File: config.mk
export PLATFORM = sky130hd
export DESIGN_NAME = raster_timing_gen
export DESIGN_NICKNAME = d
export VERILOG_FILES = /design/src/rtl/rvt_pkg.sv /design/src/rtl/rvt_shadow.sv /design/src/rtl/rvt_frame_counter.sv /design/src/rtl/rvt_pixel_path.sv /design/src/rtl/raster_timing_gen.sv
export SDC_FILE = /design/constraint.sdc
export NUM_CORES = 1
export LEC_CHECK = 0
export ABC_AREA = 0
export BUFFER_PORTS_ARGS = -buffer_cell sky130_fd_sc_hd__buf_2
export CORE_MARGIN = 2
export CORE_UTILIZATION = 40
export DETAILED_ROUTE_END_ITERATION = 6
export GPL_TIMING_DRIVEN = 0
export PLACE_DENSITY = 0.59
export SETUP_SLACK_MARGIN = 0.2
export SLEW_MARGIN = 20
export SYNTH_ARGS = -nofsm -noshare
export SYNTH_HDL_FRONTEND = slang
export SYNTH_HIERARCHICAL = 1
export SYNTH_SLANG_ARGS = --single-unit
File: constraint.sdc
create_clock -name clk -period 11.7 [get_ports clk]
set_input_delay 2.34 -clock clk [delete_from_list [all_inputs] [get_ports clk]]
set_output_delay 2.34 -clock clk [all_outputs]
set_load 0.02 [all_outputs]
File: src/rtl/rvt_pkg.sv
package rvt_pkg;
   typedef enum logic [1:0] {
      PSRC_BLANK,
      PSRC_BORDER,
      PSRC_UNDERFLOW,
      PSRC_LIVE
   } pix_src_e;

   localparam int POL_HSYNC = 0;
   localparam int POL_VSYNC = 1;
   localparam int POL_DE    = 2;
endpackage

File: src/rtl/rvt_shadow.sv
module rvt_shadow #(
   parameter int W = 8
) (
   input  logic         clk,
   input  logic         rst_n,
   input  logic         load,
   input  logic [W-1:0] d,
   output logic [W-1:0] q
);
   always_ff @(posedge clk or negedge rst_n) begin
      if (!rst_n)    q <= '0;
      else if (load) q <= d;
   end

   AST_SHADOW_HOLD: assert property (@(posedge clk) disable iff (!rst_n)
      !load |=> $stable(q));
endmodule

File: src/rtl/rvt_frame_counter.sv
module rvt_frame_counter #(
   parameter int HW  = 16,
   parameter int FW  = 24,
   parameter int FCW = 16
) (
   input  logic           clk,
   input  logic           rst_n,
   input  logic           en,
   input  logic [HW-1:0]  h_period,
   input  logic [FW-1:0]  v_period,
   output logic [FW-1:0]  pos,
   output logic [HW-1:0]  hpos,
   output logic [HW-1:0]  line_cnt,
   output logic [FCW-1:0] frame_cnt,
   output logic           frame_wrap
);
   logic h_wrap;
   assign h_wrap     = (hpos == h_period - HW'(1));
   assign frame_wrap = en && (pos == v_period - FW'(1));

   always_ff @(posedge clk or negedge rst_n) begin
      if (!rst_n) begin
         pos <= '0; hpos <= '0; line_cnt <= '0; frame_cnt <= '0;
      end else if (!en) begin
         pos <= '0; hpos <= '0; line_cnt <= '0; frame_cnt <= '0;
      end else if (frame_wrap) begin
         pos       <= '0;
         hpos      <= '0;
         line_cnt  <= '0;
         frame_cnt <= frame_cnt + FCW'(1);
      end else begin
         pos <= pos + FW'(1);
         if (h_wrap) begin
            hpos     <= '0;
            line_cnt <= line_cnt + HW'(1);
         end else begin
            hpos <= hpos + HW'(1);
         end
      end
   end

   AST_HPOS_BOUND: assert property (@(posedge clk) disable iff (!rst_n)
      (en && h_period != '0) |-> (hpos < h_period));
   AST_POS_BOUND: assert property (@(posedge clk) disable iff (!rst_n)
      (en && v_period != '0) |-> (pos < v_period));
   AST_FRAME_STEP: assert property (@(posedge clk) disable iff (!rst_n)
      frame_wrap |=> (frame_cnt == $past(frame_cnt) + FCW'(1) && line_cnt == '0 && pos == '0));
   AST_OFF_ZERO: assert property (@(posedge clk) disable iff (!rst_n)
      !en |=> (frame_cnt == '0 && line_cnt == '0 && pos == '0));
endmodule

File: src/rtl/rvt_pixel_path.sv
module rvt_pixel_path
   import rvt_pkg::*;
#(
   parameter int HW          = 16,
   parameter int FW          = 24,
   parameter int PW          = 24,
   parameter bit WIDE_BUS_EN = 1'b1
) (
   input  logic          clk,
   input  logic          rst_n,
   input  logic          en,
   input  logic [FW-1:0] pos,
   input  logic [HW-1:0] hpos,
   input  logic [HW-1:0] h_pulse,
   input  logic [FW-1:0] vs_pulse,
   input  logic [FW-1:0] dv_start,
   input  logic [FW-1:0] dv_end,
   input  logic [HW-1:0] h_start,
   input  logic [HW-1:0] h_end,
   input  logic [HW-1:0] ah_start,
   input  logic [HW-1:0] ah_end,
   input  logic [FW-1:0] av_start,
   input  logic [FW-1:0] av_end,
   input  logic          act_h_en,
   input  logic          act_v_en,
   input  logic [2:0]    polarity,
   input  logic          wide_bus,
   input  logic [PW-1:0] border_color,
   input  logic [PW-1:0] underflow_color,
   input  logic [PW-1:0] pix_in,
   input  logic          pix_underflow,
   output logic          hsync_o,
   output logic          vsync_o,
   output logic          de_o,
   output logic          border_o,
   output logic          dv_o,
   output logic [PW-1:0] pix_o
);
   logic          hs_raw, vs_raw, de_raw, in_act;
   logic [HW-1:0] data_end;
   pix_src_e      src;

   generate
      if (WIDE_BUS_EN) begin : g_wide
         logic [HW:0] span;
         assign span     = {1'b0, h_end} - {1'b0, h_start} + (HW+1)'(1);
         assign data_end = wide_bus ? (h_start + HW'(span >> 1) - HW'(1)) : h_end;
      end else begin : g_narrow
         assign data_end = h_end;
      end
   endgenerate

   assign hs_raw = en && (hpos < h_pulse);
   assign vs_raw = en && (pos < vs_pulse);
   assign de_raw = en && (pos >= dv_start) && (pos <= dv_end)
                      && (hpos >= h_start) && (hpos <= h_end);
   assign in_act = (!act_h_en || (hpos >= ah_start && hpos <= ah_end))
                && (!act_v_en || (pos >= av_start && pos <= av_end));

   always_comb begin
      if (!de_raw)           src = PSRC_BLANK;
      else if (!in_act)      src = PSRC_BORDER;
      else if (pix_underflow) src = PSRC_UNDERFLOW;
      else                   src = PSRC_LIVE;
   end

   always_comb begin
      case (src)
         PSRC_BORDER:    pix_o = border_color;
         PSRC_UNDERFLOW: pix_o = underflow_color;
         PSRC_LIVE:      pix_o = pix_in;
         default:        pix_o = '0;
      endcase
   end

   assign border_o = de_raw && !in_act;
   assign dv_o     = de_raw && (hpos <= data_end);
   assign hsync_o  = hs_raw ^ polarity[POL_HSYNC];
   assign vsync_o  = vs_raw ^ polarity[POL_VSYNC];
   assign de_o     = de_raw ^ polarity[POL_DE];

   AST_SYNC_IDLE: assert property (@(posedge clk) disable iff (!rst_n)
      !en |-> (hsync_o == polarity[POL_HSYNC] && vsync_o == polarity[POL_VSYNC]
               && de_o == polarity[POL_DE]));
   AST_PIX_BLANK: assert property (@(posedge clk) disable iff (!rst_n)
      (de_o == polarity[POL_DE]) |-> (pix_o == '0 && !border_o && !dv_o));
   AST_UNDERFLOW_FILL: assert property (@(posedge clk) disable iff (!rst_n)
      (de_o != polarity[POL_DE] && !border_o && pix_underflow) |-> (pix_o == underflow_color));
endmodule

File: src/rtl/raster_timing_gen.sv
module raster_timing_gen #(
   parameter int HW          = 16,
   parameter int FW          = 24,
   parameter int PW          = 24,
   parameter int FCW         = 16,
   parameter bit WIDE_BUS_EN = 1'b1
) (
   input  logic            clk,
   input  logic            rst_n,
   input  logic            eng_en,
   input  logic [2*HW-1:0] hctl,
   input  logic [FW-1:0]   vs_period,
   input  logic [FW-1:0]   vs_pulse,
   input  logic [FW-1:0]   dv_start,
   input  logic [FW-1:0]   dv_end,
   input  logic [2*HW-1:0] disp_hctl,
   input  logic [2*HW-1:0] act_hctl,
   input  logic [FW-1:0]   av_start,
   input  logic [FW-1:0]   av_end,
   input  logic            act_h_en,
   input  logic            act_v_en,
   input  logic [2:0]      polarity,
   input  logic            wide_bus,
   input  logic [PW-1:0]   border_color,
   input  logic [PW-1:0]   underflow_color,
   input  logic [PW-1:0]   pix_in,
   input  logic            pix_underflow,
   output logic            hsync,
   output logic            vsync,
   output logic            de,
   output logic            border,
   output logic            data_valid,
   output logic [PW-1:0]   pix_out,
   output logic [FCW-1:0]  frame_cnt,
   output logic [HW-1:0]   line_cnt
);
   localparam int SW = 6*HW + 6*FW + 6 + 2*PW;

   initial begin
      assert (HW >= 4 && FW >= HW && PW >= 1 && FCW >= 1)
         else $error("raster_timing_gen: invalid width parameters");
   end

   logic [SW-1:0]   cfg_bus, shd_bus;
   logic [2*HW-1:0] s_hctl, s_disp, s_act;
   logic [FW-1:0]   s_vsp, s_vspl, s_dvs, s_dve, s_avs, s_ave;
   logic            s_ahen, s_aven, s_wide;
   logic [2:0]      s_pol;
   logic [PW-1:0]   s_bcol, s_ucol;
   logic [FW-1:0]   pos;
   logic [HW-1:0]   hpos;
   logic            frame_wrap;

   assign cfg_bus = {hctl, disp_hctl, act_hctl, vs_period, vs_pulse, dv_start, dv_end,
                     av_start, av_end, act_h_en, act_v_en, polarity, wide_bus,
                     border_color, underflow_color};
   assign {s_hctl, s_disp, s_act, s_vsp, s_vspl, s_dvs, s_dve, s_avs, s_ave,
           s_ahen, s_aven, s_pol, s_wide, s_bcol, s_ucol} = shd_bus;

   rvt_shadow #(.W(SW)) u_shadow (
      .clk(clk), .rst_n(rst_n), .load(!eng_en || frame_wrap), .d(cfg_bus), .q(shd_bus)
   );

   rvt_frame_counter #(.HW(HW), .FW(FW), .FCW(FCW)) u_count (
      .clk(clk), .rst_n(rst_n), .en(eng_en),
      .h_period(s_hctl[2*HW-1:HW]), .v_period(s_vsp),
      .pos(pos), .hpos(hpos), .line_cnt(line_cnt), .frame_cnt(frame_cnt),
      .frame_wrap(frame_wrap)
   );

   rvt_pixel_path #(.HW(HW), .FW(FW), .PW(PW), .WIDE_BUS_EN(WIDE_BUS_EN)) u_pix (
      .clk(clk), .rst_n(rst_n), .en(eng_en), .pos(pos), .hpos(hpos),
      .h_pulse(s_hctl[HW-1:0]), .vs_pulse(s_vspl),
      .dv_start(s_dvs), .dv_end(s_dve),
      .h_start(s_disp[HW-1:0]), .h_end(s_disp[2*HW-1:HW]),
      .ah_start(s_act[HW-1:0]), .ah_end(s_act[2*HW-1:HW]),
      .av_start(s_avs), .av_end(s_ave),
      .act_h_en(s_ahen), .act_v_en(s_aven), .polarity(s_pol), .wide_bus(s_wide),
      .border_color(s_bcol), .underflow_color(s_ucol),
      .pix_in(pix_in), .pix_underflow(pix_underflow),
      .hsync_o(hsync), .vsync_o(vsync), .de_o(de), .border_o(border),
      .dv_o(data_valid), .pix_o(pix_out)
   );
endmodule

==> results of run 1 <==
## critical path, delay by kind of cell (launching register included)
family	cells	cell delay [ns]
simple gates	6	0.77
xor+xnor	1	0.11
flops	1	0.42
fa+ha+maj	6	1.48
buf+inv	5	0.45
compound gates	12	2.53
## layer usage
layer | vias to the layer above | track usage [%] | share of wire (%)
li1 | 9061 | - | -
met1 | 9301 | 29.0 | 45
met2 | 497 | 35.2 | 46
met3 | 133 | 5.17 | 6.1
met4 | 26 | 7.43 | 3.0
met5 | - | 0 | 0.23
## metrics by stage
stage | hold slack (ns) | utilization, % | cell area [um2] | setup slack, ns
4_1_cts | 0.511 | 47.8 | 29500 | 3.02
6_report | 0.509 | 47.9 | 29500 | 3.00
3_5_place_dp | 0.493 | 45.5 | 28100 | 3.71
3_3_place_gp | 0.490 | 45.3 | 28000 | 0.905
2_1_floorplan | 0.480 | - | 25000 | 4.48
5_1_grt | 0.517 | 47.8 | 29500 | 2.52
## synth_stat cells, drive strengths merged (42+ instances only)
library cell / count
dfrtp: 366
mux2: 295
ha: 279
inv: 254
a21oi: 119
nor2: 111
nand2: 68
xnor2: 64
o21ai: 62
nand3: 57
xor2: 50
buf: 48
nand4: 47
a21o: 42
## cells in the final DEF, fill, tap and decap left out, drive strengths merged, types with 20 or more instances in the layout
| master | netlist | routed |
|---|---|---|
| a211oi | 33 | 33 |
| buf | 48 | 433 |
| mux2 | 295 | 295 |
| xnor2 | 64 | 64 |
| mux2i | 36 | 36 |
| a21o | 42 | 42 |
| and3 | 28 | 28 |
| inv | 254 | 257 |
| nand4 | 47 | 47 |
| clkbuf | 26 | 90 |
| a21oi | 119 | 119 |
| nor2 | 111 | 111 |
| nor2b | 21 | 21 |
| a31oi | 31 | 31 |
| nand2 | 68 | 68 |
| o21ai | 62 | 62 |
| ha | 279 | 279 |
| dfrtp | 366 | 366 |
| nor3 | 40 | 40 |
| xor2 | 50 | 50 |
| o31ai | 20 | 20 |
| nand3 | 57 | 57 |
## final timing paths
check	start	endpoint	slack (ns)	depth (start not counted)
max	u_shadow/q[247]$_DFFE_PN0P_	data_valid	3.00	30
min	u_shadow/q[217]$_DFFE_PN0P_	u_shadow/q[217]$_DFFE_PN0P_	0.51	1
max reg2reg	u_shadow/q[179]$_DFFE_PN0P_	u_shadow/q[176]$_DFFE_PN0P_	6.18	15
min reg2reg	u_shadow/q[217]$_DFFE_PN0P_	u_shadow/q[217]$_DFFE_PN0P_	0.51	1
max in group asynchronous	rst_n	u_shadow/q[28]$_DFFE_PN0P_	8.40	4
min in group asynchronous	rst_n	u_count/frame_cnt[6]$_DFFE_PN0P_	1.71	1
## power by group
group | switching [mW] | internal (mW) | total [mW]
combinational | 0.593 | 0.574 | 1.17
clock | 0.594 | 0.778 | 1.37
sequential | 0.0928 | 1.37 | 1.46
## sequential cells by signal, indices dropped and copies added, names as in the netlist
name / cells
u_count/line_cnt: 16
u_shadow/q: 294
u_count/pos: 24
u_count/hpos: 16
u_count/frame_cnt: 16
## area by class of cell
class / count / area, um2 / area share, %
clock buffer: 64 / 1220 / 4.12
inverter: 256 / 961 / 3.25
buffer: 74 / 561 / 1.90
tap: 837 / 1050 / 3.55
sequential: 366 / 9160 / 31.0
antenna: 12 / 30.0 / 0.102
multi-input combinational: 1587 / 14300 / 48.5
clock inverter: 17 / 208 / 0.703
timing repair buffer: 385 / 2030 / 6.86
## kinds of logic after synthesis
logic type	Yosys count	synth area share (%)
multiplexers	331	18.6
buffers and inverters	330	6.08
AND/OR/NAND/NOR	473	10.0
XOR/XNOR	114	3.99
AO/OA/AOI/OAI	388	10.5
flip-flops	366	36.6
adder cells (fa/ha/maj)	281	14.1
==> results.tsv, run 1 <==
stage	metric	value	unit
die	dieWidth	254	um
setup_path	cp-start-kind	flop	
power	p_leak	15.2	nW
clocking	cts.repair.resized	0	
clocking	clock_sinks	366	
finish	final_nets	3317	
setup_path	slowest_delay	0.42	ns
setup_path	slowest_stage	dfrtp_1	
placement	dp.cells	3505	
setup_path	required	9.36	ns
die	num_rows	91	
clocking	htree_levels	2	
die	core_area	61700	um2
routing	wirelength	71.7	mm
job	maxCapViolations	0	
synth	yosysWarningCount	6	
clocking	clockRootBuffer	clkbuf_16	
synth	synth.distinct_cells	82	
power	power.density	136	nW/um2
sta	rsz0062_at_grt	false	
synth	netlist.area_leader.share	36.6	%
sta	min_period	8.70	ns
finish	drive_above_1_share	30.2	%
clocking	clkTransAtPathRegs	0.06	ns
die	initial_core_util	40.5	%
routing	wl_per_cell	19.9	um
clocking	cts_tree	yes	
worst_hold_path	hold_class	flop to flop	
global_routing	grt_first_pass_wirelength	110	mm
routing	drt_iter0_drc	889	
placement	gp_congestion	0.896	
synth	synthArstFlopShare	100	%
placement	io_buffers	381	
status	status	finished, final reports clean	
setup_path	end_kind	output port	
clocking	cts_hold_buf	0	
global_routing	overflow	0	
power	finalPower	4.00	mW
sta	hold_viol_final	0	
clocking	numCtsBuffers	44	
global_routing	grt_max_degree	89	
synth	yosys.area.top_type	dfrtp_1	
clocking	cts_buffer_depth	3	
sta	skew	0.0380	ns
sta	tightest_slew	0.983	ns
setup_path	crit_type	flop to output port	
synth	syn_area_per_cell	11.0	um2
synth	syn_nets	2886	
synth	ys_ff_latch	366	
synth	synth-edff-count	0	
power	vdd_ir_drop_max	133	uV
sta	fmax	115	MHz
die	ios	383	
synth	synth_ff_type	dfrtp_1	
synth	ys_seq_area_share	36.6	%
sta	finalSetupTns	0	ns
synth	synth_cells	2283	
finish	n_fill_cell	5769	
sta	slew_viol_final	0	
routing	vias	19000	
synth	netlist_area	25000	um2
global_routing	grt_pass1_vias	19400	
sta	setup_viol	0	
die	die_h	254	um
routing	via_per_inst	5.29	
sta	fin_crit_sh	74.4	%
routing	postRouteAntennaNets	0	
setup_path	cp_max_fo	4	
synth	netlist_top_cells_area	dfrtp_1 37%, mux2_4 16%, ha_1 14%	
setup_path	crit_top_cell	ha_1	
placement	hpwl	55.0	mm
clocking	post_cts_buffers	0	
routing	drc	0	
finish	stdcell_count	3598	
sta	relSlewSlack	33.9	%
global_routing	antenna_found_initial	28	
die	dieArea	64500	um2
finish	synthToLayoutAreaGrowth	18.1	%
global_routing	grt_use_total	21.9	%
clocking	clock_latency	0.61	ns
setup_path	crit_arrival	6.36	ns
routing	dr.pass1.iters	5	
Note: power is estimated with default switching activity, not from simulation.
==> run 2, diff against run 1 <==
--- a/config.mk
+++ b/config.mk
@@ -5,13 +5,13 @@
 export SDC_FILE = /design/constraint.sdc
 export NUM_CORES = 1
 export LEC_CHECK = 0
-export ABC_AREA = 0
+export ABC_AREA = 1
 export BUFFER_PORTS_ARGS = -buffer_cell sky130_fd_sc_hd__buf_2
 export CORE_MARGIN = 2
 export CORE_UTILIZATION = 40
 export DETAILED_ROUTE_END_ITERATION = 6
 export GPL_TIMING_DRIVEN = 0
-export PLACE_DENSITY = 0.59
+export PLACE_DENSITY = 0.58
 export SETUP_SLACK_MARGIN = 0.2
 export SLEW_MARGIN = 20
 export SYNTH_ARGS = -nofsm -noshare
==> constraint.sdc (replaced) <==
create_clock -name clk -period 8.87 [get_ports clk]
set_input_delay 1.774 -clock clk [delete_from_list [all_inputs] [get_ports clk]]
set_output_delay 1.774 -clock clk [all_outputs]
set_load 0.02 [all_outputs]
==> results.tsv, run 2 <==
stage	metric	value	unit	change
setup_path	slowest_stage	fa_1		
synth	synthTopCellsByCount	1464 x nand2_1, 412 x inv_1, 366 x dfrtp_1		
sta	setup_viol	0		unchanged
routing	postRouteAntennaNets	0		unchanged
synth	ys_ff_latch	366		unchanged
die	num_rows	92		+1.1%
clocking	htree_levels	2		unchanged
finish	seqCellArea	9160	um2	unchanged
finish	drive_above_1_share	15.8	%	-14 points
routing	dr.pass1.iters	5		unchanged
finish	synthToLayoutAreaGrowth	18.6	%	
synth	netlist_area	25300	um2	+1.1%
synth	synth_cells	3460		+52%
die	dieArea	65200	um2	+1.1%
global_routing	grt_max_degree	72		-19%
synth	synth_ff_type	dfrtp_1		
routing	via_per_inst	4.76		-9.9%
power	power_frac_comb	26.2	%	-3.0 points
global_routing	grt_first_pass_wirelength	123	mm	+12%
setup_path	end_kind	output port		
routing	vias	22800		+20%
routing	drt_iter0_drc	1261		+42%
synth	netlist_top_cells_area	dfrtp_1 36%, nand2_1 22%, ha_1 14%		
clocking	numCtsBuffers	46		+4.5%
routing	wirelength	78.6	mm	+9.6%
sta	skew	0.0269	ns	-0.0111 ns
setup_path	cp-start-kind	flop		
sta	hold_viol_final	0		unchanged
synth	synth.distinct_cells	62		-24%
finish	final_nets	4498		+36%
synth	yosysWarningCount	6		unchanged
power	p_leak	17.0	nW	+11%
status	status	finished, final reports clean		
power	vdd_ir_drop_max	142	uV	+6.7%
die	die_h	255	um	+0.53%
worst_hold_path	hold_class	flop to flop		
clocking	cts_buffer_depth	3		unchanged
sta	min_period	7.98	ns	
routing	drc	0		unchanged
sta	timing.hold.ws	0.467	ns	-0.0417 ns
die	initial_core_util	40.3	%	-0.23 points
clocking	post_cts_buffers	0		unchanged
setup_path	required	7.10	ns	-2.26 ns
finish	regMostFlops	u_shadow/q		
synth	synthArstFlopShare	100	%	unchanged
finish	mostFrequentLayoutCell	nand2_1		
synth	syn_area_per_cell	7.31	um2	-33%
setup_path	cp_max_fo	5		+1
placement	dpl_cell_area	28400	um2	+1.1%
clocking	clock_sinks	366		unchanged
finish	n_fill_cell	6420		+11%
global_routing	antenna_found_initial	16		-43%
die	core_area	62700	um2	+1.7%
sta	fin_crit_sh	90.0	%	
power	pwr-share-seq	36.3	%	-0.3 points
die	ios	383		unchanged
placement	io_buffers	382		+0.26%
sta	rsz0062_at_grt	false		
clocking	clockRootBuffer	clkbuf_16		
global_routing	grt_use_total	24.2	%	+2.2 points
sta	slew_viol_final	0		unchanged
placement	hpwl	60.5	mm	+10%
setup_path	crit_arrival	6.21	ns	-0.15 ns
synth	syn_nets	4063		+41%
power	internal_power	3.52	mW	+29%
setup_path	slowest_delay	0.45	ns	+0.03 ns
die	dieWidth	255	um	+0.53%
sta	relSlewSlack	45.5	%	+12 points
finish	largest_reg_flops	294		unchanged
synth	netlist.area_leader.share	36.2	%	-0.39 points
global_routing	grt_pass1_vias	22100		+14%
power	switchingPower	1.68	mW	+31%
synth	yosys.area.top_type	dfrtp_1		
setup_path	crit_type	flop to output port		
global_routing	overflow	0		unchanged
clocking	cts_tree	yes		
routing	wl_per_cell	16.4	um	-18%
sta	tightest_slew	0.818	ns	-0.165 ns
clocking	cts.repair.resized	0		unchanged
finish	multi_input_area	13900	um2	-3.0%
placement	gp_congestion	0.919		+2.6%
power	switching_share	32.3	%	+0.37 points
synth	ys_seq_area_share	36.2	%	-0.39 points
sta	finalSetupTns	0	ns	unchanged
finish	top_regs	u_shadow/q: 294 flops, u_count/pos: 24 flops		
finish	final_design_area_no_fill	30000	um2	+1.5%
clocking	clkTransAtPathRegs	0.05	ns	about the same
job	maxCapViolations	0		unchanged
power	power.density	174	nW/um2	+28%
clocking	clock_latency	0.59	ns	-0.02 ns
clocking	cts_hold_buf	0		unchanged
synth	synth_most_common_cell	nand2_1		
power	clkPwrFrac	37.5	%	+3.2 points
setup_path	crit_top_cell	ha_1		
synth	synth-edff-count	0		unchanged
sta	fmax	125	MHz	
finish	final_cell_mix	1464 x nand2_1, 412 x inv_1, 411 x buf_2, 366 x dfrtp_1, 279 x ha_1		
## run 2: per-layer routing
metal  global-route usage (%)  part of all wire (%)  vias to the layer above
met3                     2.98                   4.5                      124
met2                     41.8                    48                      500
met4                     7.94                   3.0                        2
met1                     31.2                    44                    10400
li1                         -                     -                    11700
met5                        0                 0.010                        -
## run 2: worst max-delay path: cells and delay by family, from the launching register on
family                     cells  cell delay (ns)
AOI/OAI and AO/OA              5             1.26
xor gates and xnor gates       1             0.15
adders and majority gates      6             1.68
buffers and inverters          5             0.52
DFF                            1             0.37
and+or+nand+nor               11             1.66
## run 2: through the flow
stage | utilization [%] | worst slack (ns) | total power [mW] | cells
3_5_place_dp | 45.3 | 1.53 | 3.27 | 4693
2_1_floorplan | - | 2.31 | 2.87 | 3460
5_1_grt | 47.8 | 0.372 | 5.56 | 4780
3_3_place_gp | 45.0 | -1.67 | 3.25 | 4688
6_report | 47.8 | 0.890 | 5.20 | 4782
4_1_cts | 47.7 | 0.838 | 5.26 | 4769
## run 2: path summary, 6_finish.rpt
| kind | start | endpoint | slack [ns] | depth (start not counted) |
|---|---|---|---|---|
| setup / recovery | u_shadow/q[247]$_DFFE_PN0P_ | data_valid | 0.89 | 28 |
| hold / removal | u_shadow/q[229]$_DFFE_PN0P_ | u_shadow/q[229]$_DFFE_PN0P_ | 0.47 | 2 |
| setup reg to reg | u_shadow/q[174]$_DFFE_PN0P_ | u_shadow/q[213]$_DFFE_PN0P_ | 5.34 | 19 |
| hold reg to reg | u_shadow/q[229]$_DFFE_PN0P_ | u_shadow/q[229]$_DFFE_PN0P_ | 0.47 | 2 |
| max in group asynchronous | rst_n | u_shadow/q[62]$_DFFE_PN0P_ | 6.39 | 4 |
| min in group asynchronous | rst_n | u_shadow/q[237]$_DFFE_PN0P_ | 1.09 | 1 |
## run 2: power groups by stage
| stage | Sequential [mW] | Combinational, mW | Clock (mW) |
|---|---|---|---|
| floorplan | 1.89 | 0.985 | 0 |
| global placement | 1.92 | 1.33 | 0 |
| detailed placement | 1.92 | 1.35 | 0 |
| CTS | 1.89 | 1.36 | 2.01 |
| global route | 1.91 | 1.58 | 2.07 |
| finish | 1.89 | 1.36 | 1.95 |
## run 2: logic make-up after synthesis
logic type                 after synthesis  synth area share [%]
xor gates and xnor gates                95                  3.35
adders and majority gates              281                  14.0
and+or+nand+nor                       1974                  32.3
AOI/OAI and AO/OA                      242                  5.33
buffers and inverters                  502                  8.82
DFF                                    366                  36.2
## run 2: area by class of cell
class                           count  area share, %
Sequential cell                   366           30.6
Buffer                             83           2.18
Antenna cell                       13          0.109
Clock inverter                     15          0.814
Multi-Input combinational cell   2592           46.3
Inverter                          419           5.26
Clock buffer                       61           4.33
Timing Repair Buffer              387           6.87
Tap cell                          846           3.53
